$ cat config.mk
export PLATFORM = sky130hd
export DESIGN_NAME = fdl_rx_capture
export DESIGN_NICKNAME = d
export VERILOG_FILES = /design/src/rtl/fdl_rx_pkg.sv /design/src/rtl/fdl_rx_shift.sv /design/src/rtl/fdl_rx_regs.sv /design/src/rtl/fdl_rx_hostif.sv /design/src/rtl/fdl_rx_capture.sv
export SDC_FILE = /design/constraint.sdc
export NUM_CORES = 1
export LEC_CHECK = 0
export BUFFER_PORTS_ARGS = -buffer_cell sky130_fd_sc_hd__buf_2
export CORE_MARGIN = 8
export CORE_UTILIZATION = 60
export DETAILED_ROUTE_END_ITERATION = 6
export PLACE_DENSITY_LB_ADDON = 0.2
export REMOVE_ABC_BUFFERS = 1
export SLEW_MARGIN = 15
export SYNTH_ARGS = -nofsm -noshare
export SYNTH_HDL_FRONTEND = slang
export SYNTH_SLANG_ARGS = --single-unit
$ cat constraint.sdc
create_clock -name clk -period 2.4 [get_ports clk]
set_input_delay 0.48 -clock clk [delete_from_list [all_inputs] [get_ports clk]]
set_output_delay 0.48 -clock clk [all_outputs]
set_load 0.03 [all_outputs]
$ cat src/rtl/fdl_rx_pkg.sv
`timescale 1ns/1ps
package fdl_rx_pkg;
  parameter int unsigned FS_BITS_DEF     = 12;
  parameter int unsigned D_BITS_DEF      = 24;
  parameter int unsigned BYTE_W_DEF      = 8;
  parameter int unsigned FS_PER_BYTE_DEF = 6;
endpackage

$ cat src/rtl/fdl_rx_shift.sv
`timescale 1ns/1ps
module fdl_rx_shift #(
  parameter int unsigned FS_BITS = 12,
  parameter int unsigned D_BITS  = 24
) (
  input  logic              clk,
  input  logic              rst_n,
  input  logic              beat,
  input  logic              bit_data,
  input  logic              bit_is_fs,
  input  logic              sf_end,
  input  logic              aligned,
  output logic              commit,
  output logic [FS_BITS-1:0] fs_cap,
  output logic [D_BITS-1:0]  d_cap
);
  localparam int unsigned FC_W = $clog2(FS_BITS + 2);
  localparam int unsigned DC_W = $clog2(D_BITS + 2);

  logic [FS_BITS-1:0] fs_q, fs_n;
  logic [D_BITS-1:0]  d_q, d_n;
  logic [FC_W-1:0]    fs_cnt_q, fs_cnt_n;
  logic [DC_W-1:0]    d_cnt_q, d_cnt_n;
  logic               spoil_q, spoil_n;

  always_comb begin
    fs_n     = fs_q;
    d_n      = d_q;
    fs_cnt_n = fs_cnt_q;
    d_cnt_n  = d_cnt_q;
    if (beat && bit_is_fs) begin
      fs_n = {fs_q[FS_BITS-2:0], bit_data};
      if (fs_cnt_q <= FC_W'(FS_BITS)) fs_cnt_n = fs_cnt_q + FC_W'(1);
    end
    if (beat && !bit_is_fs) begin
      d_n = {d_q[D_BITS-2:0], bit_data};
      if (d_cnt_q <= DC_W'(D_BITS)) d_cnt_n = d_cnt_q + DC_W'(1);
    end
    spoil_n = spoil_q | ~aligned;
  end

  assign commit = sf_end && !spoil_n &&
                  (fs_cnt_n == FC_W'(FS_BITS)) && (d_cnt_n == DC_W'(D_BITS));
  assign fs_cap = fs_n;
  assign d_cap  = d_n;

  always_ff @(posedge clk) begin
    if (!rst_n) begin
      fs_q     <= '0;
      d_q      <= '0;
      fs_cnt_q <= '0;
      d_cnt_q  <= '0;
      spoil_q  <= 1'b1;
    end else if (sf_end) begin
      fs_q     <= '0;
      d_q      <= '0;
      fs_cnt_q <= '0;
      d_cnt_q  <= '0;
      spoil_q  <= ~aligned;
    end else begin
      fs_q     <= fs_n;
      d_q      <= d_n;
      fs_cnt_q <= fs_cnt_n;
      d_cnt_q  <= d_cnt_n;
      spoil_q  <= spoil_n;
    end
  end
endmodule

$ cat src/rtl/fdl_rx_regs.sv
`timescale 1ns/1ps
module fdl_rx_regs #(
  parameter int unsigned FS_BITS     = 12,
  parameter int unsigned D_BITS      = 24,
  parameter int unsigned BYTE_W      = 8,
  parameter int unsigned FS_PER_BYTE = 6
) (
  input  logic                   clk,
  input  logic                   rst_n,
  input  logic                   commit,
  input  logic                   clr_flag,
  input  logic [FS_BITS-1:0]     fs_cap,
  input  logic [D_BITS-1:0]      d_cap,
  output logic [(FS_BITS/FS_PER_BYTE + D_BITS/BYTE_W)*BYTE_W-1:0] stack_flat,
  output logic                   flag
);
  localparam int unsigned FS_BYTES    = FS_BITS / FS_PER_BYTE;
  localparam int unsigned D_BYTES     = D_BITS / BYTE_W;
  localparam int unsigned STACK_BYTES = FS_BYTES + D_BYTES;
  localparam int unsigned PAD_W       = BYTE_W - FS_PER_BYTE;

  logic [STACK_BYTES*BYTE_W-1:0] image;
  logic [STACK_BYTES*BYTE_W-1:0] stack_q;
  logic                          flag_q;

  for (genvar k = 0; k < FS_BYTES; k++) begin : g_fs_byte
    assign image[k*BYTE_W +: BYTE_W] =
      {{PAD_W{1'b0}}, fs_cap[FS_BITS-1-k*FS_PER_BYTE -: FS_PER_BYTE]};
  end
  for (genvar k = 0; k < D_BYTES; k++) begin : g_d_byte
    assign image[(FS_BYTES+k)*BYTE_W +: BYTE_W] =
      d_cap[D_BITS-1-k*BYTE_W -: BYTE_W];
  end

  always_ff @(posedge clk) begin
    if (!rst_n) begin
      stack_q <= '0;
      flag_q  <= 1'b0;
    end else begin
      if (commit) stack_q <= image;
      if (commit)        flag_q <= 1'b1;
      else if (clr_flag) flag_q <= 1'b0;
    end
  end

  assign stack_flat = stack_q;
  assign flag       = flag_q;
endmodule

$ cat src/rtl/fdl_rx_hostif.sv
`timescale 1ns/1ps
module fdl_rx_hostif #(
  parameter int unsigned STACK_BYTES = 5,
  parameter int unsigned BYTE_W      = 8,
  parameter int unsigned ADDR_W      = 3
) (
  input  logic                          clk,
  input  logic                          rst_n,
  input  logic                          rd_en,
  input  logic [ADDR_W-1:0]             rd_addr,
  input  logic [STACK_BYTES*BYTE_W-1:0] stack_flat,
  input  logic                          flag,
  output logic                          clr_flag,
  output logic                          rd_valid,
  output logic [BYTE_W-1:0]             rd_data
);
  localparam logic [ADDR_W-1:0] STAT_A = ADDR_W'(STACK_BYTES);

  logic [BYTE_W-1:0] mux;
  logic              valid_q;
  logic [BYTE_W-1:0] data_q;

  always_comb begin
    mux = '0;
    for (int k = 0; k < STACK_BYTES; k++) begin
      if (rd_addr == ADDR_W'(k)) mux = stack_flat[k*BYTE_W +: BYTE_W];
    end
    if (rd_addr == STAT_A) mux = {{(BYTE_W-1){1'b0}}, flag};
  end

  assign clr_flag = rd_en && (rd_addr == STAT_A);

  always_ff @(posedge clk) begin
    if (!rst_n) begin
      valid_q <= 1'b0;
      data_q  <= '0;
    end else begin
      valid_q <= rd_en;
      if (rd_en) data_q <= mux;
    end
  end

  assign rd_valid = valid_q;
  assign rd_data  = data_q;
endmodule

$ cat src/rtl/fdl_rx_capture.sv
`timescale 1ns/1ps
module fdl_rx_capture import fdl_rx_pkg::*; #(
  parameter  int unsigned FS_BITS     = FS_BITS_DEF,
  parameter  int unsigned D_BITS      = D_BITS_DEF,
  parameter  int unsigned BYTE_W      = BYTE_W_DEF,
  parameter  int unsigned FS_PER_BYTE = FS_PER_BYTE_DEF,
  localparam int unsigned STACK_BYTES = FS_BITS/FS_PER_BYTE + D_BITS/BYTE_W,
  localparam int unsigned ADDR_W      = $clog2(STACK_BYTES + 1)
) (
  input  logic              clk,
  input  logic              rst_n,
  input  logic              bit_valid,
  output logic              bit_ready,
  input  logic              bit_data,
  input  logic              bit_is_fs,
  input  logic              sf_end,
  input  logic              sf_aligned,
  input  logic              irq_en,
  input  logic              rd_en,
  input  logic [ADDR_W-1:0] rd_addr,
  output logic              rd_valid,
  output logic [BYTE_W-1:0] rd_data,
  output logic              irq
);
  logic                          commit_w;
  logic                          clr_w;
  logic                          flag_w;
  logic [FS_BITS-1:0]            fs_w;
  logic [D_BITS-1:0]             d_w;
  logic [STACK_BYTES*BYTE_W-1:0] stack_w;

  assign bit_ready = 1'b1;

  fdl_rx_shift #(.FS_BITS(FS_BITS), .D_BITS(D_BITS)) u_shift (
    .clk(clk), .rst_n(rst_n), .beat(bit_valid && bit_ready),
    .bit_data(bit_data), .bit_is_fs(bit_is_fs), .sf_end(sf_end),
    .aligned(sf_aligned), .commit(commit_w), .fs_cap(fs_w), .d_cap(d_w)
  );

  fdl_rx_regs #(.FS_BITS(FS_BITS), .D_BITS(D_BITS), .BYTE_W(BYTE_W),
                .FS_PER_BYTE(FS_PER_BYTE)) u_regs (
    .clk(clk), .rst_n(rst_n), .commit(commit_w), .clr_flag(clr_w),
    .fs_cap(fs_w), .d_cap(d_w), .stack_flat(stack_w), .flag(flag_w)
  );

  fdl_rx_hostif #(.STACK_BYTES(STACK_BYTES), .BYTE_W(BYTE_W),
                  .ADDR_W(ADDR_W)) u_host (
    .clk(clk), .rst_n(rst_n), .rd_en(rd_en), .rd_addr(rd_addr),
    .stack_flat(stack_w), .flag(flag_w), .clr_flag(clr_w),
    .rd_valid(rd_valid), .rd_data(rd_data)
  );

  assign irq = flag_w && irq_en;
endmodule

# Word level (Yosys, flattened, before mapping)
# Cells that the tools add are included.
[totals]
mem_bits_ro = 0
ramBits = 0
out_inout_bits = 11
register_bits = 92
in_bits = 12
latch_bits = 0
mem_count = 0
elab_cells = 50
[classes]
n_reduce_logical = 12
bitwise = 3
magnitude_cmp = 2
n_mux = 15
mul = 0
add_sub_neg = 2
n_eq_ne = 7
div_mod_pow = 0
shifts = 0
[op_table]
columns = ["op", "count"]
rows = [
  ["two-way mux 8 bit", 4],
  ["two-way mux 24 bit", 1],
  ["two-way mux 12 bit", 1],
  ["two-way mux 6 bit", 2],
  ["two-way mux 5 bit", 2],
  ["two-way mux 4 bit", 2],
  ["logical AND 1 bit", 7],
  ["== test 3 x 2 -> 1 bit, second input constant", 2],
  ["== test 3 bit, second input constant", 2],
  ["adder 5 x 1 -> 5 bit, second input constant", 1],
  ["== test 5 bit, second input constant", 1],
  ["less-or-equal comparator 5 bit, second input constant", 1],
  ["adder 4 x 1 -> 4 bit, second input constant", 1],
  ["== test 4 bit, second input constant", 1],
  ["less-or-equal comparator 4 bit, second input constant", 1],
  ["== test 3 x 1 -> 1 bit, second input constant", 1],
  ["logical NOT 3 bit", 1],
  ["two-way mux 1 bit", 3],
  ["logical NOT 1 bit", 2],
  ["inverter 1 bit", 2],
  ["nonzero test 2 bit", 1],
  ["OR reduction 2 bit", 1],
  ["OR 1 bit", 1],
]

# Logic depth before layout (Yosys ltp)
[logic_depth]
word_depth = 7
ltp_mapped = 10
depth_no_buf = 8

# Cells and area by module
# A second synthesis with hierarchy kept.
[hier_totals]
cells_unflattened = 454
area_unflattened_um2 = 4286.6
[modules_own_cells]
columns = ["mod", "area_per_inst_um2", "instances", "cells_each", "seq_area_each_um2"]
rows = [
  ["fdl_rx_shift", 2023.2, 1, 238, 920.9],
  ["fdl_rx_regs", 1456.4, 1, 123, 740.7],
  ["fdl_rx_hostif", 789.5, 1, 90, 180.2],
  ["fdl_rx_capture", 17.5, 1, 3, 0.0],
]

# Worst setup path after synthesis
# Ideal clock, no wire load.
[synth_path]
path_type = "register to register"
startpoint = "register u_shift.fs_cnt_q[0]"
endpoint = "register u_regs.stack_q[13], in the netlist u_regs.stack_flat[13]"
arrival_ps = 1951
slack_ps = 377
setup_ps = 72
path_buffers = 2
t_required_ps = 2328
period_less_slack_ps = 2023
path_stages_with_launch = 11
cell_sequence = "dfxtp_1 inv_1 ha_1 nand3b_1 nand2_1 mux2i_1 o2111ai_1 nor3_2 buf_6 buf_12 mux2i_1"
[synth_via]
elab_chain_cells = 6
elab_cells_between_ends = 7
cone_classes = "add/sub: 1; order compare: 1; eq/ne: 1; mux: 2; reduce/logical: 2"
[synth_rtl]
columns = ["element", "line", "text"]
rows = [
  ["from (decl)", "fdl_rx_shift.sv:22", "logic [FC_W-1:0] fs_cnt_q, fs_cnt_n;"],
  ["from (signal assigned)", "fdl_rx_shift.sv:63", "fs_cnt_q <= fs_cnt_n;"],
  ["adder 4 x 1 -> 4 bit / less-or-equal comparator 4 bit (equally long branches)", "fdl_rx_shift.sv:33", "if (fs_cnt_q <= FC_W'(FS_BITS)) fs_cnt_n = fs_cnt_q + FC_W'(1);"],
  ["two-way mux 4 bit", "fdl_rx_shift.sv:33", ""],
  ["two-way mux 4 bit *", "fdl_rx_shift.sv:31", "if (beat && bit_is_fs) begin"],
  ["== test 4 bit *", "fdl_rx_shift.sv:43", "(fs_cnt_n == FC_W'(FS_BITS)) && (d_cnt_n == DC_W'(D_BITS));"],
  ["logical AND 1 bit *", "fdl_rx_shift.sv:42", "assign commit = sf_end && !spoil_n &&"],
  ["logical AND 1 bit *", "fdl_rx_shift.sv:43", ""],
  ["to (signal assigned)", "fdl_rx_regs.sv:40", "if (commit) stack_q <= image;"],
  ["to (decl)", "fdl_rx_regs.sv:23", "logic [STACK_BYTES*BYTE_W-1:0] stack_q;"],
]
# Mark *: on every way between the ends. The rest lies on a longest branch, timed or not.
# A chain may end at the register's enable or synchronous reset.

# Final worst setup path
[layout_path]
startpoint = "register u_shift.fs_cnt_q[0]"
endpoint = "register u_regs.stack_q[26], in the netlist u_regs.stack_flat[26]"
# The elaborated chain is that of the path after synthesis.

==> results.md <==
* DR iter-0 viols at 160
* Reg clk slew, reported paths at 0.09 ns
* Clock root cell: clkbuf_8
* Flop2flop setup slack at 0.18 ns
* F_max at 449 MHz
* Number of flops mapped to enable cells by yosys at 0
* Power share of the sequential group at 55.9%
* Clock Latency Late Sink at 0.35 ns
* Wire length of the first global-routing pass at 13.2 mm
* Worst path depth at 10
* Ratio of cells with drive above 1 in the final layout at 13.7%
* Hold path depth at 2
* Register area share after synthesis at 45.6%
* Buf+Inv Stages, Crit Path at 3
* Layout area overhead at 9.14%
* Largest family of logic cells by synthesized area: multiplexers
* Number of I/O port buffers at 21
* Crit-path cells: inv_1 -> ha_1 -> nand3b_1 -> nand2_1 -> mux2i_2 -> o2111ai_2 -> nor3_4 -> buf_4 -> buf_12 -> mux2i_1
* Placed instance area at 4140 um^2
* Synth cell types at 47
* Slew Limit Fails at 0
* Final Critical Period at 2.22 ns
* PD cells at 625 nW/um^2
* Post-synth top flop: dfxtp_1
* Fin nets at 449
* Kind of critical path: reg -> reg
* Crit path required time at 2.68 ns
* # hold bufs at CTS at 0
* Number of diodes at 0
* Compound-gate portion of the synthesized area at 6.38%
* Post-detail-place hpwl at 5.34 mm
* Final cell count without fillers at 518
* Worst min-delay path class: in -> reg
* TritonCTS Sinks at 92
* Synth Area per Inst at 9.68 um^2
* CP peak stage delay at 0.39 ns
* Slowest CP cell: dfxtp_1
* Synthesized flop and latch total at 92
* Drt via density at 5.53
* Final WL at 8.02 mm
* Ports at 23
* CP delay by family, top: multiplexers
* Simple-Gate Fraction of Synth Area at 19.1%
* Largest net degree at the start of global routing at 43
* Pleak at 1.55 nW
* TritonCTS clock tree: done
* Syn Inst Count at 417
* Drt wl/cell at 15.5 um
* Ys async rst share at 0%
* R2r worst-path depth at 10
* Die W at 98.0 um
* Critical path arrival at 2.51 ns
* Core Util, Final at 66.3%
* Die area at 9610 um^2
* H-tree levels at 3
* Core area at 6640 um^2
* Dpl cells at 498
* Clk network pwr share at 38.2%
* Status: complete, no violations
* Syn Std Cell Area at 4040 um^2
* Dpl ws at 0.0926 ns
* CP endpoint kind: flip-flop
* Fin area at 4410 um^2
* Hold Vio Cnt, Final at 0
* Psw at 656 uW
* Final worst-path cycle share at 92.7%
* CTS Buf Count at 9
* Critical path launch point type: flip-flop
* Adder-Cell Fraction of Synth Area at 1.24%
* Global route overflow at 0
* CP max FO at 19
* Antenna-violating nets left at 0
* Fin worst setup slack at 0.175 ns
* Starting Density at 60.8%
* Post-Synth XOR/XNOR Area at 0.868%
* Drt first pass iters at 4
* # rows at 30
* Power Internal at 2.10 mW
* Ys Warns at 0
* DRC Markers at 0
* VDD IR max at 0.318 mV
* Comb pwr share at 5.9%
* Finish-stage setup viols at 0
* Mux cell area share after synthesis at 21.4%
* Clk buf depth at 2
* Gp weighted congestion at 0.813
* Initial antenna violation count at 0
* Sw Share at 23.8%
* Worst Skew at 0.00824 ns
* Max-Cap Viols at 0
* Vias at 2,866
* Number of global-route vias before repair at 2,800
* Total GRT Usage at 16.8%
* Die height at 98.0 um
## path summary, 6_finish.rpt
check	from	endpoint
setup / recovery	u_shift.fs_cnt_q[0]	u_regs.stack_flat[26]
hold / removal	sf_aligned	u_shift.spoil_q
setup reg to reg	u_shift.fs_cnt_q[0]	u_regs.stack_flat[26]
hold reg to reg	u_regs.stack_flat[25]	u_regs.stack_flat[25]
## cell usage in the layout, fill, tap and decap left out, types with 6 or more instances in the layout
cell type / Yosys / routed
a22oi_1: 6 / 6
buf_2: 5 / 21
buf_4: 1 / 9
clkbuf_8: 0 / 10
dfxtp_1: 92 / 92
inv_1: 10 / 10
mux2i_1: 75 / 74
nand2_1: 46 / 46
nand2b_1: 38 / 38
nand3_1: 10 / 10
nor2_1: 52 / 52
## kinds of logic after synthesis
logic type      after synthesis
simple gates                163
flops                        92
mux                          81
buf+inv                      38
compound gates               34
fa+ha+maj                     4
xor+xnor                      4
other cells                   1
## state kept, by name, indices dropped and copies added (netlist names)
| register | cells |
|---|---|
| u_shift.d_q | 24 |
| u_regs.stack_flat | 36 |
| u_shift.d_cnt_q | 5 |
| u_host.rd_data | 8 |
| u_host.rd_valid | 1 |
| u_shift.fs_cnt_q | 4 |
| u_shift.fs_q | 12 |
| u_regs.flag | 1 |
| u_shift.spoil_q | 1 |
## routing by layer
layer | GRT usage, % | vias up | routed length [um]
met4 | 6.83 | 0 | 98
met1 | 21.0 | 1366 | 3810
met2 | 27.2 | 46 | 3780
li1 | - | 1444 | -
met5 | 0 | - | 0
met3 | 3.84 | 10 | 338
## cell type report
cell class | instances | area, um^2
fillers | 550 | 2240
multi-input cells | 287 | 2000
flip-flops and latches | 92 | 1840
repair buffers | 33 | 229
clock buffers | 11 | 141
well taps | 80 | 100
clock inverters | 5 | 61.3
inverters | 10 | 37.5
## metrics by stage
step / hold slack, ns / TNS, ns / power, mW
after floorplan: 0.431 / -77.94 / 1.66
final: 0.341 / 0 / 2.76
after global routing: 0.344 / -0.0412 / 2.85
after detailed placement: 0.448 / 0 / 1.74
after CTS: 0.329 / 0 / 2.77
after global placement: 0.440 / 0 / 1.74
## what timing repair did
action,in CTS,in global routing
setup endpoints to repair,0,37
buffers inserted,0,2
resized for setup,0,2
## power by group through the flow
stage	Clock [mW]	Combinational (mW)	Sequential, mW
2_1_floorplan	0	0.0728	1.59
3_3_place_gp	0	0.159	1.58
3_5_place_dp	0	0.161	1.58
4_1_cts	1.07	0.161	1.54
5_1_grt	1.13	0.176	1.54
6_report	1.05	0.163	1.54
## worst register-to-register path, cell delays in order, from the launching register on
cell and delay, ns:
dfxtp_1 0.39, inv_1 0.10, ha_1 0.25, nand3b_1 0.17
nand2_1 0.14, mux2i_2 0.26, o2111ai_2 0.16, nor3_4 0.15
buf_4 0.14, buf_12 0.18, mux2i_1 0.22
## Yosys cell counts (3+ instances only)
cell type	instances	area share (%)
buf_2	5	0.62
buf_12	3	1.5
clkbuf_1	17	1.6
dfxtp_1	92	46
nor2_1	52	4.8
nand2_1	46	4.3
nand3_1	10	1.2
inv_1	10	0.93
xnor2_1	3	0.65
o211ai_1	3	0.56
mux4_2	4	2.2
and2_1	3	0.46
o21ai_1	3	0.37
a22oi_1	6	1.1
nand2b_1	38	5.9
mux2i_1	75	19
ha_1	4	1.2
a311oi_1	3	0.65
Note: power is estimated with default switching activity, not from simulation.
